==> config.mk <==
export PLATFORM = sky130hd
export DESIGN_NAME = hazard_stall_ctrl
export DESIGN_NICKNAME = d
export VERILOG_FILES = /design/src/rtl/hz_pkg.sv /design/src/rtl/hz_src_dep.sv /design/src/rtl/hz_data_unit.sv /design/src/rtl/hz_port_unit.sv /design/src/rtl/hz_branch_unit.sv /design/src/rtl/hazard_stall_ctrl.sv
export SDC_FILE = /design/constraint.sdc
export NUM_CORES = 1
export LEC_CHECK = 0
export ABC_AREA = 1
export ABC_CLOCK_PERIOD_IN_PS = 1100
export BUFFER_PORTS_ARGS = -buffer_cell sky130_fd_sc_hd__buf_2
export CAP_MARGIN = 20
export CELL_PAD_IN_SITES_DETAIL_PLACEMENT = 0
export CELL_PAD_IN_SITES_GLOBAL_PLACEMENT = 1
export CORE_UTILIZATION = 21
export DETAILED_ROUTE_END_ITERATION = 7
export GPL_ROUTABILITY_DRIVEN = 0
export GPL_TIMING_DRIVEN = 0
export PLACE_DENSITY = 0.82
export SLEW_MARGIN = 20
export SYNTH_ARGS = -nofsm -noshare
export SYNTH_HDL_FRONTEND = slang
export SYNTH_SLANG_ARGS = --single-unit
==> constraint.sdc <==
create_clock -name vclk -period 1.1
set_clock_uncertainty 0.05 [all_clocks]
set_input_delay 0.22 -clock vclk [all_inputs]
set_output_delay 0.22 -clock vclk [all_outputs]
set_load 0.02 [all_outputs]
==> src/rtl/hz_pkg.sv <==
package hz_pkg;
   // memory organisation seen by the fetch stage
   typedef enum logic {
      MEM_UNIFIED = 1'b0,
      MEM_SPLIT   = 1'b1
   } mem_arch_e;

   // producer stages compared against decode sources
   localparam int unsigned PROD_STAGES = 2;
   localparam int unsigned PROD_EX     = 0;
   localparam int unsigned PROD_MEM    = 1;
endpackage

==> src/rtl/hz_src_dep.sv <==
// Compares one decode source index against every in-flight producer.
module hz_src_dep #(
   parameter int unsigned AW    = 5,
   parameter int unsigned NPROD = 2
) (
   input  logic                clk,
   input  logic                rst_n,
   input  logic                src_use,
   input  logic [AW-1:0]       src_idx,
   input  logic [NPROD-1:0]    prod_vld,
   input  logic [NPROD-1:0]    prod_wen,
   input  logic [NPROD*AW-1:0] prod_rd,
   output logic                hit
);
   logic [NPROD-1:0] per_prod;
   logic             src_live;

   assign src_live = src_use && (src_idx != '0);

   generate
      for (genvar p = 0; p < NPROD; p++) begin : g_prod
         assign per_prod[p] = src_live && prod_vld[p] && prod_wen[p]
                              && (prod_rd[p*AW +: AW] == src_idx);
      end
   endgenerate

   assign hit = |per_prod;

   AST_ZERO_NO_DEP: assert property (@(posedge clk) disable iff (!rst_n)
      (src_idx == '0) |-> !hit);
   AST_UNUSED_NO_DEP: assert property (@(posedge clk) disable iff (!rst_n)
      !src_use |-> !hit);
endmodule

==> src/rtl/hz_data_unit.sv <==
// Read-after-write hold for the decode stage (no bypass network).
module hz_data_unit #(
   parameter int unsigned AW    = 5,
   parameter int unsigned NSRC  = 2,
   parameter int unsigned NPROD = 2
) (
   input  logic                clk,
   input  logic                rst_n,
   input  logic                id_vld,
   input  logic [NSRC-1:0]     src_use,
   input  logic [NSRC*AW-1:0]  src_idx,
   input  logic [NPROD-1:0]    prod_vld,
   input  logic [NPROD-1:0]    prod_wen,
   input  logic [NPROD*AW-1:0] prod_rd,
   output logic                data_hold
);
   logic [NSRC-1:0] src_hit;

   generate
      for (genvar s = 0; s < NSRC; s++) begin : g_src
         hz_src_dep #(.AW(AW), .NPROD(NPROD)) u_dep (
            .clk      (clk),
            .rst_n    (rst_n),
            .src_use  (src_use[s]),
            .src_idx  (src_idx[s*AW +: AW]),
            .prod_vld (prod_vld),
            .prod_wen (prod_wen),
            .prod_rd  (prod_rd),
            .hit      (src_hit[s])
         );
      end
   endgenerate

   assign data_hold = id_vld && (|src_hit);

   AST_EMPTY_ID_NO_HOLD: assert property (@(posedge clk) disable iff (!rst_n)
      !id_vld |-> !data_hold);
   AST_NO_WRITER_NO_HOLD: assert property (@(posedge clk) disable iff (!rst_n)
      (prod_wen == '0) |-> !data_hold);
endmodule

==> src/rtl/hz_port_unit.sv <==
// Structural conflict between fetch and data access on a shared memory.
module hz_port_unit #(
   parameter hz_pkg::mem_arch_e MEM_ARCH = hz_pkg::MEM_UNIFIED
) (
   input  logic mem_vld,
   input  logic mem_acc,
   output logic port_hold
);
   generate
      if (MEM_ARCH == hz_pkg::MEM_UNIFIED) begin : g_shared
         assign port_hold = mem_vld && mem_acc;
      end else begin : g_split
         logic unused_in;
         assign unused_in = mem_vld ^ mem_acc;
         assign port_hold = 1'b0;
      end
   endgenerate
endmodule

==> src/rtl/hz_branch_unit.sv <==
// Keeps fetch idle while an unresolved branch is in decode or execute.
module hz_branch_unit (
   input  logic clk,
   input  logic rst_n,
   input  logic id_vld,
   input  logic id_br,
   input  logic ex_vld,
   input  logic ex_br,
   output logic br_hold
);
   logic br_in_id;
   logic br_in_ex;

   assign br_in_id = id_vld && id_br;
   assign br_in_ex = ex_vld && ex_br;
   assign br_hold  = br_in_id || br_in_ex;

   AST_GHOST_BRANCH: assert property (@(posedge clk) disable iff (!rst_n)
      (!id_vld && !ex_vld) |-> !br_hold);
endmodule

==> src/rtl/hazard_stall_ctrl.sv <==
module hazard_stall_ctrl #(
   parameter int unsigned       REG_AW   = 5,
   parameter int unsigned       NUM_SRC  = 2,
   parameter hz_pkg::mem_arch_e MEM_ARCH = hz_pkg::MEM_UNIFIED
) (
   input  logic                      clk,
   input  logic                      rst_n,
   input  logic                      id_vld,
   input  logic                      id_br,
   input  logic [NUM_SRC-1:0]        id_src_use,
   input  logic [NUM_SRC*REG_AW-1:0] id_src_idx,
   input  logic                      ex_vld,
   input  logic                      ex_wen,
   input  logic                      ex_br,
   input  logic [REG_AW-1:0]         ex_rd,
   input  logic                      mem_vld,
   input  logic                      mem_wen,
   input  logic                      mem_acc,
   input  logic [REG_AW-1:0]         mem_rd,
   output logic                      stall_fd,
   output logic                      bubble_ex,
   output logic                      fetch_hold
);
   localparam int unsigned NPROD = hz_pkg::PROD_STAGES;

   generate
      if (REG_AW < 1 || REG_AW > 8) begin : g_bad_aw
         $error("hazard_stall_ctrl: REG_AW out of range");
      end
      if (NUM_SRC < 1 || NUM_SRC > 4) begin : g_bad_src
         $error("hazard_stall_ctrl: NUM_SRC out of range");
      end
   endgenerate

   logic [NPROD-1:0]        prod_vld;
   logic [NPROD-1:0]        prod_wen;
   logic [NPROD*REG_AW-1:0] prod_rd;
   logic                    data_hold;
   logic                    port_hold;
   logic                    br_hold;

   assign prod_vld[hz_pkg::PROD_EX]  = ex_vld;
   assign prod_vld[hz_pkg::PROD_MEM] = mem_vld;
   assign prod_wen[hz_pkg::PROD_EX]  = ex_wen;
   assign prod_wen[hz_pkg::PROD_MEM] = mem_wen;
   assign prod_rd[hz_pkg::PROD_EX*REG_AW  +: REG_AW] = ex_rd;
   assign prod_rd[hz_pkg::PROD_MEM*REG_AW +: REG_AW] = mem_rd;

   hz_data_unit #(.AW(REG_AW), .NSRC(NUM_SRC), .NPROD(NPROD)) u_data (
      .clk       (clk),
      .rst_n     (rst_n),
      .id_vld    (id_vld),
      .src_use   (id_src_use),
      .src_idx   (id_src_idx),
      .prod_vld  (prod_vld),
      .prod_wen  (prod_wen),
      .prod_rd   (prod_rd),
      .data_hold (data_hold)
   );

   hz_port_unit #(.MEM_ARCH(MEM_ARCH)) u_port (
      .mem_vld   (mem_vld),
      .mem_acc   (mem_acc),
      .port_hold (port_hold)
   );

   hz_branch_unit u_br (
      .clk     (clk),
      .rst_n   (rst_n),
      .id_vld  (id_vld),
      .id_br   (id_br),
      .ex_vld  (ex_vld),
      .ex_br   (ex_br),
      .br_hold (br_hold)
   );

   // Data hold freezes decode and feeds a bubble to execute; older stages
   // keep flowing. Fetch idling is an independent condition.
   assign stall_fd   = rst_n && data_hold;
   assign bubble_ex  = rst_n && data_hold;
   assign fetch_hold = rst_n && (port_hold || br_hold);

   always_comb begin
      if (!rst_n) begin
         AST_RESET_QUIET: assert (!stall_fd && !bubble_ex && !fetch_hold);
      end
   end

   AST_BRANCH_IN_EX: assert property (@(posedge clk) disable iff (!rst_n)
      (ex_vld && ex_br) |-> fetch_hold);
   AST_EX_PRODUCER: assert property (@(posedge clk) disable iff (!rst_n)
      (id_vld && id_src_use[0] && id_src_idx[REG_AW-1:0] != '0 && ex_vld
       && ex_wen && ex_rd == id_src_idx[REG_AW-1:0]) |-> (stall_fd && bubble_ex));
   AST_MEM_PRODUCER: assert property (@(posedge clk) disable iff (!rst_n)
      (id_vld && id_src_use[0] && id_src_idx[REG_AW-1:0] != '0 && mem_vld
       && mem_wen && mem_rd == id_src_idx[REG_AW-1:0]) |-> stall_fd);

   generate
      if (MEM_ARCH == hz_pkg::MEM_UNIFIED) begin : g_chk_shared
         AST_PORT_BUSY: assert property (@(posedge clk) disable iff (!rst_n)
            (mem_vld && mem_acc) |-> fetch_hold);
      end else begin : g_chk_split
         AST_PORT_FREE: assert property (@(posedge clk) disable iff (!rst_n)
            (!id_br && !ex_br) |-> !fetch_hold);
      end
   endgenerate
endmodule

==> impl_metrics.yaml, run 1 <==
global_routing:
  grt.overflow.total: 0
  antenna_found_initial: 0
  use_met1_pct: 14.79
  grt.busiest_layer: "met2"
  grtUsageTotal_pct: 11.74
  grt_pass1_wl_mm: 2.346
  grt_pass1_vias: 596
  grt_max_degree: 5
  use_met2_pct: 23.15
  grt_use_met3_pct: 0.3115
final_layout:
  clock_buffer_count: 0
  final_util_pct: 43.63
  flops_and_latches: 0
  area_delta_synth_final_pct: 89.67
  n_fill_cell: 215
  fin_nets: 181
  drive_gt1_share_pct: 44.90
  fin_area_um2: 873.3
  antenna_cells: 0
  seqCellArea_um2: 0
logic_synthesis:
  seq_area_frac_synth_pct: 0
  syn_nets: 145
  syn_inst: 113
  synth_top_area_share_pct: 45.65
  ys_types: 13
  synth_area_leader_cell: "nand2_1"
  syn_area_um2: 460.4
  synth.area.top_cells: "nand2_1, inv_1, nor2_1"
  synth.avg_cell_area_um2: 4.075
  yosys_warnings: 0
cts:
  cts_hold_buf: 0
  cts_setup_buffers: 0
routing:
  first_pass_iters: 4
  drt_iter0_drc: 11
  num_vias: 723
  routed_wl_mm: 1.448
  viasPerCell: 4.155
  drcViolationCount: 0
  antenna_left: 0
  wl_per_cell_um: 8.322
setup_path:
  arrival_ps: 1170
  cpPeakStageDelay_ps: 160
  timing.critical_path.buf_inv: 3
  worst_setup_path_end_kind: "primary output"
  cpLargestDelayFamily: "simple AND/OR/NAND/NOR gates"
  cp_max_fo: 3
  crit_required_ps: 830
  cp-start-kind: "primary input"
  crit_top_cell: "nand2_1"
  cpMaxStageDelayCell: "a21oi_4"
  cp_num_cells: 10
  crit_chain: "buf_8 > nand2_1 > nand2_1 > nor2_1 > nand3_1 > nand2_1 > nand2_2 > a21oi_4 > buf_6 > buf_6"
  crit_type: "primary input to primary output"
sta:
  tightest_slew_ps: 143.4
  finalCriticalPeriod_ps: 1439
  setup_violations: 2
  setup_slack_ps: -339.2
  maxSlewViolCount: 0
  fin_crit_sh_pct: 130.8
  rsz0062_at_grt: "yes"
  fmax_mhz: 694.8
  max_slew_margin_pct: 90.34
  hold_viol_final: 0
floorplan:
  die_area_mm2: 0.002384
  io-pin-count: 35
  dieWidth_um: 48.83
  die_h_um: 48.83
  rows: 16
  start_util_pct: 23.00
  coreArea_mm2: 0.002002
placed_design:
  io_buffer_count: 34
  placed_area_um2: 685.7
  dp_hpwl_mm: 1.243
power:
  swShare_pct: 46.45
  power_frac_seq_pct: 0
  p_leak_nw: 0.5250
  clock_power_share_pct: 0
  combPwrFrac_pct: 100.0
  switchingPower_mw: 0.1320
  powerDensity_mw_per_mm2: 325.3
  peakVddDrop_mv: 0.1155
  internal-power_mw: 0.1521
worst_hold_path:
  hold_path_depth: 4
  min_path_type: "primary input to primary output"
job:
  maxCapViolCount: 0
outcome:
  violations: "setup timing"
  run_status: "finished, violations left"
repair_timing:
item / in CTS / in global routing
endpoints found under the hold margin: 0 / 0
setup endpoints to repair: 2 / 2
resized for setup: 34 / 18
pin swaps: 25 / 18
cell usage after synthesis:
cell type and n:
nand2_2 2, nor2_1 14, nand3_1 5, nand4_1 2
nor2_2 1, inv_2 6, nand2_1 56, inv_1 18
o21ai_0 3, a21oi_2 1, a21oi_1 1, o21ai_1 3
buf_4 1
final timing paths:
path                       from  slack, ps         end
hold / removal            rst_n        700  fetch_hold
setup / recovery  id_src_idx[3]       -340    stall_fd
kinds of logic after synthesis:
| kind of cell | share of synthesized area (%) |
|---|---|
| simple gates | 69.29 |
| buf+inv | 21.19 |
| compound gates | 9.508 |
per-layer routing:
layer	routed length, um	vias to the layer above
li1	-	404
met1	648	303
met2	723	16
met3	76	0
met4	0	0
met5	0	-
power groups by stage:
stage | Combinational [mW] | Sequential, mW | Clock [mW]
floorplan | 0.114 | 0 | 0
finish | 0.284 | 0 | 0
CTS | 0.265 | 0 | 0
detailed placement | 0.212 | 0 | 0
global route | 0.315 | 0 | 0
global placement | 0.211 | 0 | 0
cells in the final DEF (no fill, tap or decap), drive strengths merged:
cell type,Yosys,routed
inv,24,24
nand3,5,5
o21ai,6,6
nor2,15,15
a21oi,2,2
nand4,2,2
buf,1,35
nand2,58,58
cell type report:
cell class / count / area (um2) / area share [%]
Multi-Input combinational cell: 88 / 396.6 / 45.42
Timing Repair Buffer: 34 / 334.1 / 38.25
Inverter: 24 / 97.59 / 11.17
Tap cell: 27 / 33.78 / 3.868
Buffer: 1 / 11.26 / 1.289
metrics by stage:
step | hold WS, ps | total power [mW] | TNS (ps) | setup slack (ps) | instances
global route | 765.6 | 0.3151 | -735.6 | -381.9 | 174
detailed placement | 705.0 | 0.2124 | -754.5 | -411.5 | 174
CTS | 705.0 | 0.2652 | -602.4 | -315.8 | 174
global placement | 705.2 | 0.2114 | -777.7 | -423.2 | 174
finish | 702.9 | 0.2841 | -651.2 | -339.2 | 174
floorplan | 519.3 | 0.1135 | -216.7 | -184.8 | 113
(Power assumes the default switching activity.)
==> inputs of run 2 (changes only) <==
- BUFFER_PORTS_ARGS: -buffer_cell sky130_fd_sc_hd__buf_2 -> -buffer_cell sky130_fd_sc_hd__buf_4
- SETUP_SLACK_MARGIN: default -> 0.05
==> run 2 against run 1 <==
Effect of this change:
- the flow still finishes with violations (setup timing)
- final cell count stayed put
- die area stayed put
- combinational power is 13% higher
- core utilization is 3.7 points higher
- sequential share of layout area stayed put
- design area is 8.5% higher
- flip-flop and latch count stayed put
- routed wire length is 12% higher
- total power is 13% higher
- fmax is 0.21% lower
- hold slack worse by 9.9 ps
- critical endpoint unchanged
- largest cell class unchanged
- largest power group unchanged
==> impl_metrics.yaml, run 2 (synthesis gave the netlist of run 1 again) <==
power:
  powerDensity_mw_per_mm2: 337.7
  peakVddDrop_mv: 0.1182
  p_leak_nw: 0.5380
  power_mw: 0.3198
global_routing:
  grtUsageTotal_pct: 13.18
  grt_pass1_wl_mm: 2.594
  grt_max_degree: 5
  grt_pass1_vias: 630
  antenna_found_initial: 0
  grt.overflow.total: 0
placed_design:
  io_buffer_count: 34
  dp_hpwl_mm: 1.319
  place_inst: 174
final_layout:
  drive_gt1_share_pct: 53.06
  antenna_cells: 0
  final_cell_mix: "nand2_1, buf_6, nand2_2"
  seqCellArea_um2: 0
  final_common_cell: "nand2_1"
  clock_buffer_count: 0
  flops_and_latches: 0
  fin_nets: 181
  area_delta_synth_final_pct: 105.7
  instances_no_fill: 174
routing:
  num_vias: 744
  drcViolationCount: 0
  drt_iter0_drc: 11
  antenna_left: 0
  first_pass_iters: 4
  routed_wl_mm: 1.627
  viasPerCell: 4.276
  wl_per_cell_um: 9.351
setup_path:
  timing.critical_path.buf_inv: 4
  cp_max_fo: 3
  cpLargestDelayFamily: "buffers and inverters"
  cpPeakStageDelay_ps: 160
  cp-start-kind: "primary input"
  worst_setup_path_end_kind: "primary output"
  cpMaxStageDelayCell: "a21oi_4"
  crit_type: "primary input to primary output"
  crit_chain: "buf_8 > inv_6 > nand2_2 > a21oi_2 > nand3_1 > nand2_1 > nand2_2 > a21oi_4 > buf_6 > buf_6"
  crit_required_ps: 830
  arrival_ps: 1170
outcome:
  violations: "setup timing"
  run_status: "finished, violations left"
cts:
  cts_hold_buf: 0
  cts_setup_buffers: 0
floorplan:
  rows: 16
  dieWidth_um: 48.83
  start_util_pct: 23.00
  die_area_mm2: 0.002384
  coreArea_mm2: 0.002002
  io-pin-count: 35
  die_h_um: 48.83
sta:
  tightest_slew_ps: 156.4
  fin_crit_sh_pct: 131.1
  max_slew_margin_pct: 89.46
  finalCriticalPeriod_ps: 1442
  hold_viol_final: 0
  maxSlewViolCount: 0
  fmax_mhz: 693.4
  setup_violations: 2
  setup_slack_ps: -342.2
  rsz0062_at_grt: "yes"
job:
  maxCapViolCount: 0
worst_hold_path:
  min_path_type: "primary input to primary output"
-- run 2: changes by cell type in the layout (fill, tap and decap cells not counted), moves of 2 or more --
cell     before  now
buf_2         9    0
buf_4         0   10
buf_6        24   21
buf_8         2    4
inv_2        16   11
inv_4         3    8
nand2_1      50   42
nand2_2       7   15
o21ai_1       4    2
o21ai_2       0    2
-- run 2: final timing paths --
kind / to / from / slack (ps) / depth (start not counted)
hold / removal: fetch_hold / rst_n / 690 / 4
setup / recovery: stall_fd / id_src_idx[3] / -340 / 10
-- run 2: final cells by class --
class	instances	area (um2)
Multi-Input combinational cell	88	426.7
Tap cell	27	33.78
Buffer	1	11.26
Inverter	24	115.1
Fill cell	219	1055
Timing Repair Buffer	34	360.3
-- run 2: report_power, final --
part	switching (mW)	internal [mW]	total [mW]
clock network	0	0	0
logic	0.149	0.171	0.320
registers	0	0	0
total	0.149	0.171	0.320
-- run 2: what timing repair did --
item | CTS | global route
setup endpoints to repair | 2 | 2
pin swaps | 22 | 25
endpoints found under the hold margin | 0 | 0
gates resized for setup | 27 | 38
-- run 2: through the flow --
step / cell area, um2 / setup WS [ps] / setup TNS, ps / hold WS [ps] / util [%]
2_1_floorplan: 481.7 / -184.8 / -216.7 / 519.3 / -
3_3_place_gp: 770.7 / -413.1 / -756.5 / 682.0 / 38.50
3_5_place_dp: 770.7 / -410.8 / -751.9 / 687.8 / 38.50
4_1_cts: 840.8 / -327.6 / -604.3 / 687.8 / 42.00
5_1_grt: 947.2 / -426.4 / -799.9 / 709.7 / 47.31
6_report: 947.2 / -342.2 / -633.9 / 693.0 / 47.31
-- run 2: per-layer routing --
metal	up-vias	GRT usage, %	share of wire [%]
met1	327	17.42	44
li1	403	-	-
met3	0	0	2.5
met4	0	0	0
met5	-	0	0
met2	14	25.23	54
